**src/rtl/phy_bringup_pkg.sv**
```systemverilog
package phy_bringup_pkg;
  localparam int PHY_AW    = 8;
  localparam int PHY_DW    = 8;
  localparam int NUM_STEPS = 13;
  localparam int STEP_IW   = $clog2(NUM_STEPS);

  typedef logic [PHY_AW-1:0] paddr_t;
  typedef logic [PHY_DW-1:0] pdata_t;

  // kind of operation a step performs
  typedef enum logic [1:0] {
    OP_RMW  = 2'd0,  // read, OR in bits, write back
    OP_POLL = 2'd1,  // read until any of bits is set (or timeout)
    OP_WR   = 2'd2   // write bits as the value
  } op_e;

  typedef struct packed {
    op_e    op;
    paddr_t addr;
    pdata_t bits;
  } step_t;

  // Ordered power-up chain; the order is part of the behaviour.
  function automatic step_t step_at(input logic [STEP_IW-1:0] i);
    step_t s;
    case (i)
      4'd0:    s = '{OP_RMW,  8'h01, 8'h42};  // retention + power-down release
      4'd1:    s = '{OP_RMW,  8'h02, 8'h02};  // resistor trim enable
      4'd2:    s = '{OP_POLL, 8'h03, 8'h10};  // calibration done flag
      4'd3:    s = '{OP_RMW,  8'h06, 8'h03};  // cmd + strobe receivers
      4'd4:    s = '{OP_RMW,  8'h08, 8'h02};  // cmd pull-up
      4'd5:    s = '{OP_RMW,  8'h20, 8'h01};  // cmd pad power
      4'd6:    s = '{OP_RMW,  8'h07, 8'hFF};  // data receivers
      4'd7:    s = '{OP_RMW,  8'h09, 8'hFF};  // data pull-ups
      4'd8:    s = '{OP_RMW,  8'h21, 8'hFF};  // data pad power
      4'd9:    s = '{OP_RMW,  8'h22, 8'h01};  // strobe pad power
      4'd10:   s = '{OP_RMW,  8'h23, 8'h01};  // clock pad power
      4'd11:   s = '{OP_RMW,  8'h0F, 8'h07};  // clock buffer select
      default: s = '{OP_WR,   8'h11, 8'h04};  // legacy timing mode
    endcase
    return s;
  endfunction
endpackage

```
**src/rtl/phy_step_rom.sv**
```systemverilog
module phy_step_rom
  import phy_bringup_pkg::*;
(
  input  logic [STEP_IW-1:0] idx,
  output step_t              step,
  output logic               last
);
  localparam logic [STEP_IW-1:0] LAST_IDX = STEP_IW'(NUM_STEPS - 1);

  assign step = step_at(idx);
  assign last = (idx == LAST_IDX);
endmodule

```
**src/rtl/phy_xact_port.sv**
```systemverilog
module phy_xact_port
  import phy_bringup_pkg::*;
(
  input  logic   clk,
  input  logic   rst,
  input  logic   go,
  input  logic   go_we,
  input  paddr_t go_addr,
  input  pdata_t go_wdata,
  output logic   req,
  output logic   we,
  output paddr_t addr,
  output pdata_t wdata,
  input  logic   ack,
  input  pdata_t rdata,
  output logic   fin,
  output pdata_t rd_q
);
  always_ff @(posedge clk) begin
    if (rst) begin
      req   <= 1'b0;
      we    <= 1'b0;
      addr  <= '0;
      wdata <= '0;
      fin   <= 1'b0;
      rd_q  <= '0;
    end else begin
      fin <= 1'b0;
      if (req) begin
        if (ack) begin
          req  <= 1'b0;
          fin  <= 1'b1;
          rd_q <= rdata;
        end
      end else if (go) begin
        req   <= 1'b1;
        we    <= go_we;
        addr  <= go_addr;
        wdata <= go_wdata;
      end
    end
  end
endmodule

```
**src/rtl/phy_us_timer.sv**
```systemverilog
module phy_us_timer #(
  parameter int LIMIT = 100,
  parameter int W     = $clog2(LIMIT + 1)
) (
  input  logic clk,
  input  logic rst,
  input  logic clr,
  input  logic tick,
  output logic expired
);
  localparam logic [W-1:0] LIM = W'(LIMIT);
  logic [W-1:0] cnt;

  always_ff @(posedge clk) begin
    if (rst || clr)
      cnt <= '0;
    else if (tick && cnt != LIM)
      cnt <= cnt + 1'b1;
  end

  assign expired = (cnt == LIM);
endmodule

```
**src/rtl/phy_bringup_seq.sv**
```systemverilog
module phy_bringup_seq
  import phy_bringup_pkg::*;
#(
  parameter int TIMEOUT_US = 100
) (
  input  logic              clk,
  input  logic              rst,
  input  logic              start,
  input  logic              us_tick,
  output logic              reg_req,
  output logic              reg_we,
  output logic [PHY_AW-1:0] reg_addr,
  output logic [PHY_DW-1:0] reg_wdata,
  input  logic              reg_ack,
  input  logic [PHY_DW-1:0] reg_rdata,
  output logic              done,
  output logic              error
);
  localparam int TMR_W = $clog2(TIMEOUT_US + 1);

  typedef enum logic [1:0] {SQ_IDLE, SQ_LAUNCH, SQ_WAIT} sq_e;

  sq_e               state;
  logic [STEP_IW-1:0] idx;
  logic              wr_phase;   // RMW step is in its write half
  logic              in_wr;      // outstanding transaction is a write
  pdata_t            wbuf;
  step_t             cur;
  logic              is_last;
  logic              go, go_we, fin, expired, tmr_clr;
  pdata_t            go_wdata, rd_q;

  phy_step_rom u_rom (
    .idx  (idx),
    .step (cur),
    .last (is_last)
  );

  assign go       = (state == SQ_LAUNCH);
  assign go_we    = wr_phase || (cur.op == OP_WR);
  assign go_wdata = (cur.op == OP_WR) ? cur.bits : wbuf;

  phy_xact_port u_port (
    .clk      (clk),
    .rst      (rst),
    .go       (go),
    .go_we    (go_we),
    .go_addr  (cur.addr),
    .go_wdata (go_wdata),
    .req      (reg_req),
    .we       (reg_we),
    .addr     (reg_addr),
    .wdata    (reg_wdata),
    .ack      (reg_ack),
    .rdata    (reg_rdata),
    .fin      (fin),
    .rd_q     (rd_q)
  );

  assign tmr_clr = (state == SQ_IDLE) || (cur.op != OP_POLL);

  phy_us_timer #(.LIMIT(TIMEOUT_US), .W(TMR_W)) u_tmr (
    .clk     (clk),
    .rst     (rst),
    .clr     (tmr_clr),
    .tick    (us_tick),
    .expired (expired)
  );

  always_ff @(posedge clk) begin
    if (rst) begin
      state    <= SQ_IDLE;
      idx      <= '0;
      wr_phase <= 1'b0;
      in_wr    <= 1'b0;
      wbuf     <= '0;
      done     <= 1'b0;
      error    <= 1'b0;
    end else begin
      done <= 1'b0;
      case (state)
        SQ_IDLE: begin
          if (start) begin
            idx      <= '0;
            wr_phase <= 1'b0;
            error    <= 1'b0;
            state    <= SQ_LAUNCH;
          end
        end
        SQ_LAUNCH: begin
          in_wr <= go_we;
          state <= SQ_WAIT;
        end
        SQ_WAIT: begin
          if (fin) begin
            if (!in_wr && cur.op == OP_RMW) begin
              wbuf     <= rd_q | cur.bits;
              wr_phase <= 1'b1;
              state    <= SQ_LAUNCH;
            end else if (!in_wr && cur.op == OP_POLL &&
                         (rd_q & cur.bits) == '0 && !expired) begin
              state <= SQ_LAUNCH;
            end else begin
              if (!in_wr && cur.op == OP_POLL && (rd_q & cur.bits) == '0)
                error <= 1'b1;
              wr_phase <= 1'b0;
              if (is_last) begin
                done  <= 1'b1;
                state <= SQ_IDLE;
              end else begin
                idx   <= idx + 1'b1;
                state <= SQ_LAUNCH;
              end
            end
          end
        end
        default: state <= SQ_IDLE;
      endcase
    end
  end
endmodule

```
**config.mk**
```make
export PLATFORM = sky130hd
export DESIGN_NAME = phy_bringup_seq
export DESIGN_NICKNAME = d
export VERILOG_FILES = /design/src/rtl/phy_bringup_pkg.sv /design/src/rtl/phy_step_rom.sv /design/src/rtl/phy_xact_port.sv /design/src/rtl/phy_us_timer.sv /design/src/rtl/phy_bringup_seq.sv
export SDC_FILE = /design/constraint.sdc
export NUM_CORES = 1
export LEC_CHECK = 0
export BUFFER_PORTS_ARGS = -buffer_cell sky130_fd_sc_hd__buf_2
export CAP_MARGIN = 40
export CORE_AREA = 2 2 77 79
export DETAILED_ROUTE_END_ITERATION = 10
export DIE_AREA = 0 0 79 81
export PLACE_DENSITY = 0.73
export SETUP_SLACK_MARGIN = 0.05
export SLEW_MARGIN = 20
export SYNTH_ARGS = -nofsm -noshare
export SYNTH_HDL_FRONTEND = slang
export SYNTH_HIERARCHICAL = 1
export SYNTH_SLANG_ARGS = --single-unit
```
**constraint.sdc**
```tcl
create_clock -name clk -period 4.4 [get_ports clk]
set_input_delay 0.22 -clock clk [delete_from_list [all_inputs] [get_ports clk]]
set_output_delay 0.22 -clock clk [all_outputs]
set_load 0.005 [all_outputs]
```
==> run_results.csv <==
group,metric,value,unit
yosys,syn_inst,323,
yosys,synth_fa_ha_area_frac,0.0383,
final_layout,final_cells,418,
worst_setup_path,arrival,2.93,ns
yosys,yosysTopAreaCell,"dfxtp_1",
yosys,synth_top_family_by_area,"simple AND/OR/NAND/NOR gates",
final_layout,layout_commonest_cell,"dfxtp_1",
worst_setup_path,endpoint,"wr_phase$_SDFFE_PP0P_",
power_and_ir_drop,power.leakage,0.00114,µW
yosys,synth-compound-area-share,0.197,
timing,maxSlewHeadroom,0.403,
routing,drc,0,
yosys,avgSynthCellArea,9.11,µm²
worst_setup_path,endpoint_kind,"flip-flop",
floorplan,coreArea,0.00568,mm²
timing,tightest_slew,0.887,ns
placed_design,preCtsSetupSlack,1.74,ns
yosys,ys_ff_latch,52,
routing,ant_nets,0,
clocking,cts_root_buf,"clkbuf_8",
worst_setup_path,r2r_slack,1.67,ns
clocking,cts_hold_buffers,0,
final_layout,area_growth,7.74,%
routing,drt_first_iter_violations,126,
final_layout,drive_above_1_share,0.248,
power_and_ir_drop,swShare,0.258,
routing,routed_wl,5870,µm
worst_setup_path,critPathKind,"flip-flop to flip-flop",
timing,setup_slack,1.67,ns
yosys,synth_top_area_frac,0.354,
clocking,clock_latency,0.31,ns
power_and_ir_drop,power_density,266,mW/mm²
timing,setup_violations,0,
yosys,syn_area,0.00294,mm²
timing,fmax,0.366,GHz
floorplan,start_util,0.518,
yosys,synth-xor-area-share,0.00298,
yosys,synthFlopType,"dfxtp_1",
placed_design,place_inst,410,
placed_design,globalplace.congestion,0.863,
yosys,synth-edff-count,0,
global_route,grt_pass1_vias,2151,
yosys,synth_area_leaders,"dfxtp_1 (35%), nand4bb_1 (4.6%), nand2b_1 (4.3%), ha_1 (3.8%), mux2_2 (3.8%)",
clocking,cts_setup_buffers,0,
placed_design,place_hpwl,4180,µm
power_and_ir_drop,p_comb_frac,0.081,
floorplan,die_w,79,µm
final_layout,final_nets,364,
final_layout,antenna_cells,0,
timing,drv_slew,0,
job,maxCapViolations,0,
worst_setup_path,r2r_start,"idx[0]$_SDFFE_PP0P_",
clocking,htree_levels,2,
worst_setup_path,crit_path_max_fanout,9,
floorplan,die-area,0.00640,mm²
global_route,grt-ovfl-total,0,
timing,hold_viol_final,0,
routing,viasPerCell,5.64,
yosys,synth-simple-area-share,0.282,
power_and_ir_drop,p_int,626,µW
floorplan,ios,33,
worst_setup_path,cp.required,4.60,ns
worst_setup_path,reg2reg_depth,8,
global_route,antenna_found_initial,0,
routing,vias,2356,
clocking,cts_resized,0,
yosys,synth-seq-area-share,0.354,
floorplan,rows,28,
placed_design,portBuffers,32,
final_layout,final_cell_mix,"dfxtp_1 (52), buf_2 (32), nor2_1 (26)",
global_route,grt_first_pass_wirelength,9950,µm
clocking,cts_tree,"yes",
final_layout,fill_cells,548,
timing,final.min_clock_period,2.73,ns
min_path,min_path_type,"input pin to flip-flop",
clocking,cts_buffer_depth,2,
timing,rsz0062_at_grt,"no",
yosys,synthDistinctLibCells,63,
routing,wl_per_cell,14.0,µm
power_and_ir_drop,power_frac_seq,0.576,
yosys,synth_mux_area_frac,0.0553,
status,status,"completed",
global_route,groute.usage.overall,0.192,
worst_setup_path,start_kind,"flip-flop",
timing,period_share,0.621,
worst_setup_path,crit_start,"idx[0]$_SDFFE_PP0P_",
timing,setup-tns-final,0,ns
global_route,grt_max_degree,38,
timing,finClkSkew,0.00978,ns
power_and_ir_drop,irDropWorstVdd,0.000203,V
clocking,clk_pin_slew,0.11,ns
clocking,clock_sinks,52,
clocking,cts_buffers,5,
power_and_ir_drop,switchingPower,218,µW
power_and_ir_drop,clock_power_share,0.342,
yosys,yosysWarnings,6,
floorplan,die_h,81,µm
final_layout,regArea,0.00104,mm²
routing,dr.pass1.iters,4,
final_layout,multi_input_area,0.00170,mm²
worst_setup_path,r2r_end,"wr_phase$_SDFFE_PP0P_",
yosys,ys_async_sr_fraction,0,
==> area by class of cell <==
cell class	count	share of cell area
Multi-Input combinational cell	237	0.536
Inverter	12	0.0142
Clock inverter	3	0.00829
Timing Repair Buffer	34	0.0616
Tap cell	75	0.0296
Clock buffer	5	0.0217
Sequential cell	52	0.328
==> kinds of logic (layout without fill, tap and decap cells) <==
| logic type | Yosys count | in the layout |
|---|---|---|
| and+or+nand+nor | 127 | 127 |
| xor gates and xnor gates | 1 | 1 |
| DFF | 52 | 52 |
| buffers and inverters | 35 | 54 |
| muxes | 15 | 15 |
| other | 1 | 2 |
| AOI/OAI and AO/OA | 83 | 83 |
| adders and majority gates | 9 | 9 |
==> how the worst min path moves through the flow <==
stage                                             end                   startpoint  cells past startpoint
after global routing      u_port/rd_q[6]$_SDFFE_PP0P_                 reg_rdata[6]                      3
after global placement    u_port/addr[3]$_SDFFE_PP0P_  u_port/addr[3]$_SDFFE_PP0P_                      2
after CTS                 u_port/rd_q[4]$_SDFFE_PP0P_                 reg_rdata[4]                      3
after floorplan           u_port/rd_q[0]$_SDFFE_PP0P_                 reg_rdata[0]                      2
after detailed placement  u_port/addr[3]$_SDFFE_PP0P_  u_port/addr[3]$_SDFFE_PP0P_                      2
final                     u_port/rd_q[4]$_SDFFE_PP0P_                 reg_rdata[4]                      3
==> per-layer routing <==
layer  global-route usage  vias to the layer above  wire [µm]
met1                0.245                     1098       2720
met2                0.332                       44       2900
met4               0.0534                        0         68
met5                    0                        -          0
met3               0.0378                        9        191
li1                     -                     1205          -
==> power groups by stage <==
stage | logic [µW] | clock network, µW | registers, µW
floorplan | 56.4 | 0 | 494
global placement | 65.5 | 0 | 497
detailed placement | 69.1 | 0 | 497
CTS | 69.2 | 297 | 487
global route | 76.2 | 315 | 488
finish | 68.8 | 289 | 487
==> per-stage QoR <==
stage	hold slack (ns)	total power, µW	cell area [µm²]	utilization
floorplan	0.367	550	2950	-
global placement	0.453	563	3050	0.537
detailed placement	0.456	566	3070	0.542
CTS	0.138	853	3170	0.558
global route	0.144	880	3170	0.558
finish	0.140	844	3170	0.558
==> sequential cells by signal (all words and copies together), names as in the netlist <==
register      flops
u_port/addr       8
u_port/rd_q       8
u_port/wdata      8
wbuf              8
u_tmr/cnt         7
idx               4
state             2
done              1
error             1
in_wr             1
u_port/fin        1
u_port/req        1
u_port/we         1
wr_phase          1
==> worst max-delay path: stages (launching register included) <==
cell      delay (ns)
dfxtp_1         0.41
inv_1           0.19
ha_1            0.28
nand2_2         0.08
o21ai_0         0.72
a22oi_1         0.25
and4_1          0.34
a311oi_1        0.27
nor3_1          0.09
==> synthesized netlist by cell type (2+ instances only) <==
cell type,number
or2_1,2
buf_6,6
a22oi_1,4
o21ai_1,7
nand3_1,10
or2_2,2
and2b_4,2
nor3_1,4
dfxtp_1,52
o21ai_2,10
mux2_2,10
nand2_1,13
inv_1,11
or3_1,2
nand4_1,3
buf_2,5
nand4bb_1,12
o22ai_1,6
or3b_1,2
mux2i_1,5
a21oi_1,15
nor2b_1,4
nand2b_1,20
nor2_1,26
or4b_1,2
a21bo_2,7
ha_1,9
o21ai_0,12
buf_4,6
or4bb_1,5
and4_1,2
a211oi_1,10
o211ai_1,2
clkbuf_1,6
Power figures use the tool's default switching activity.
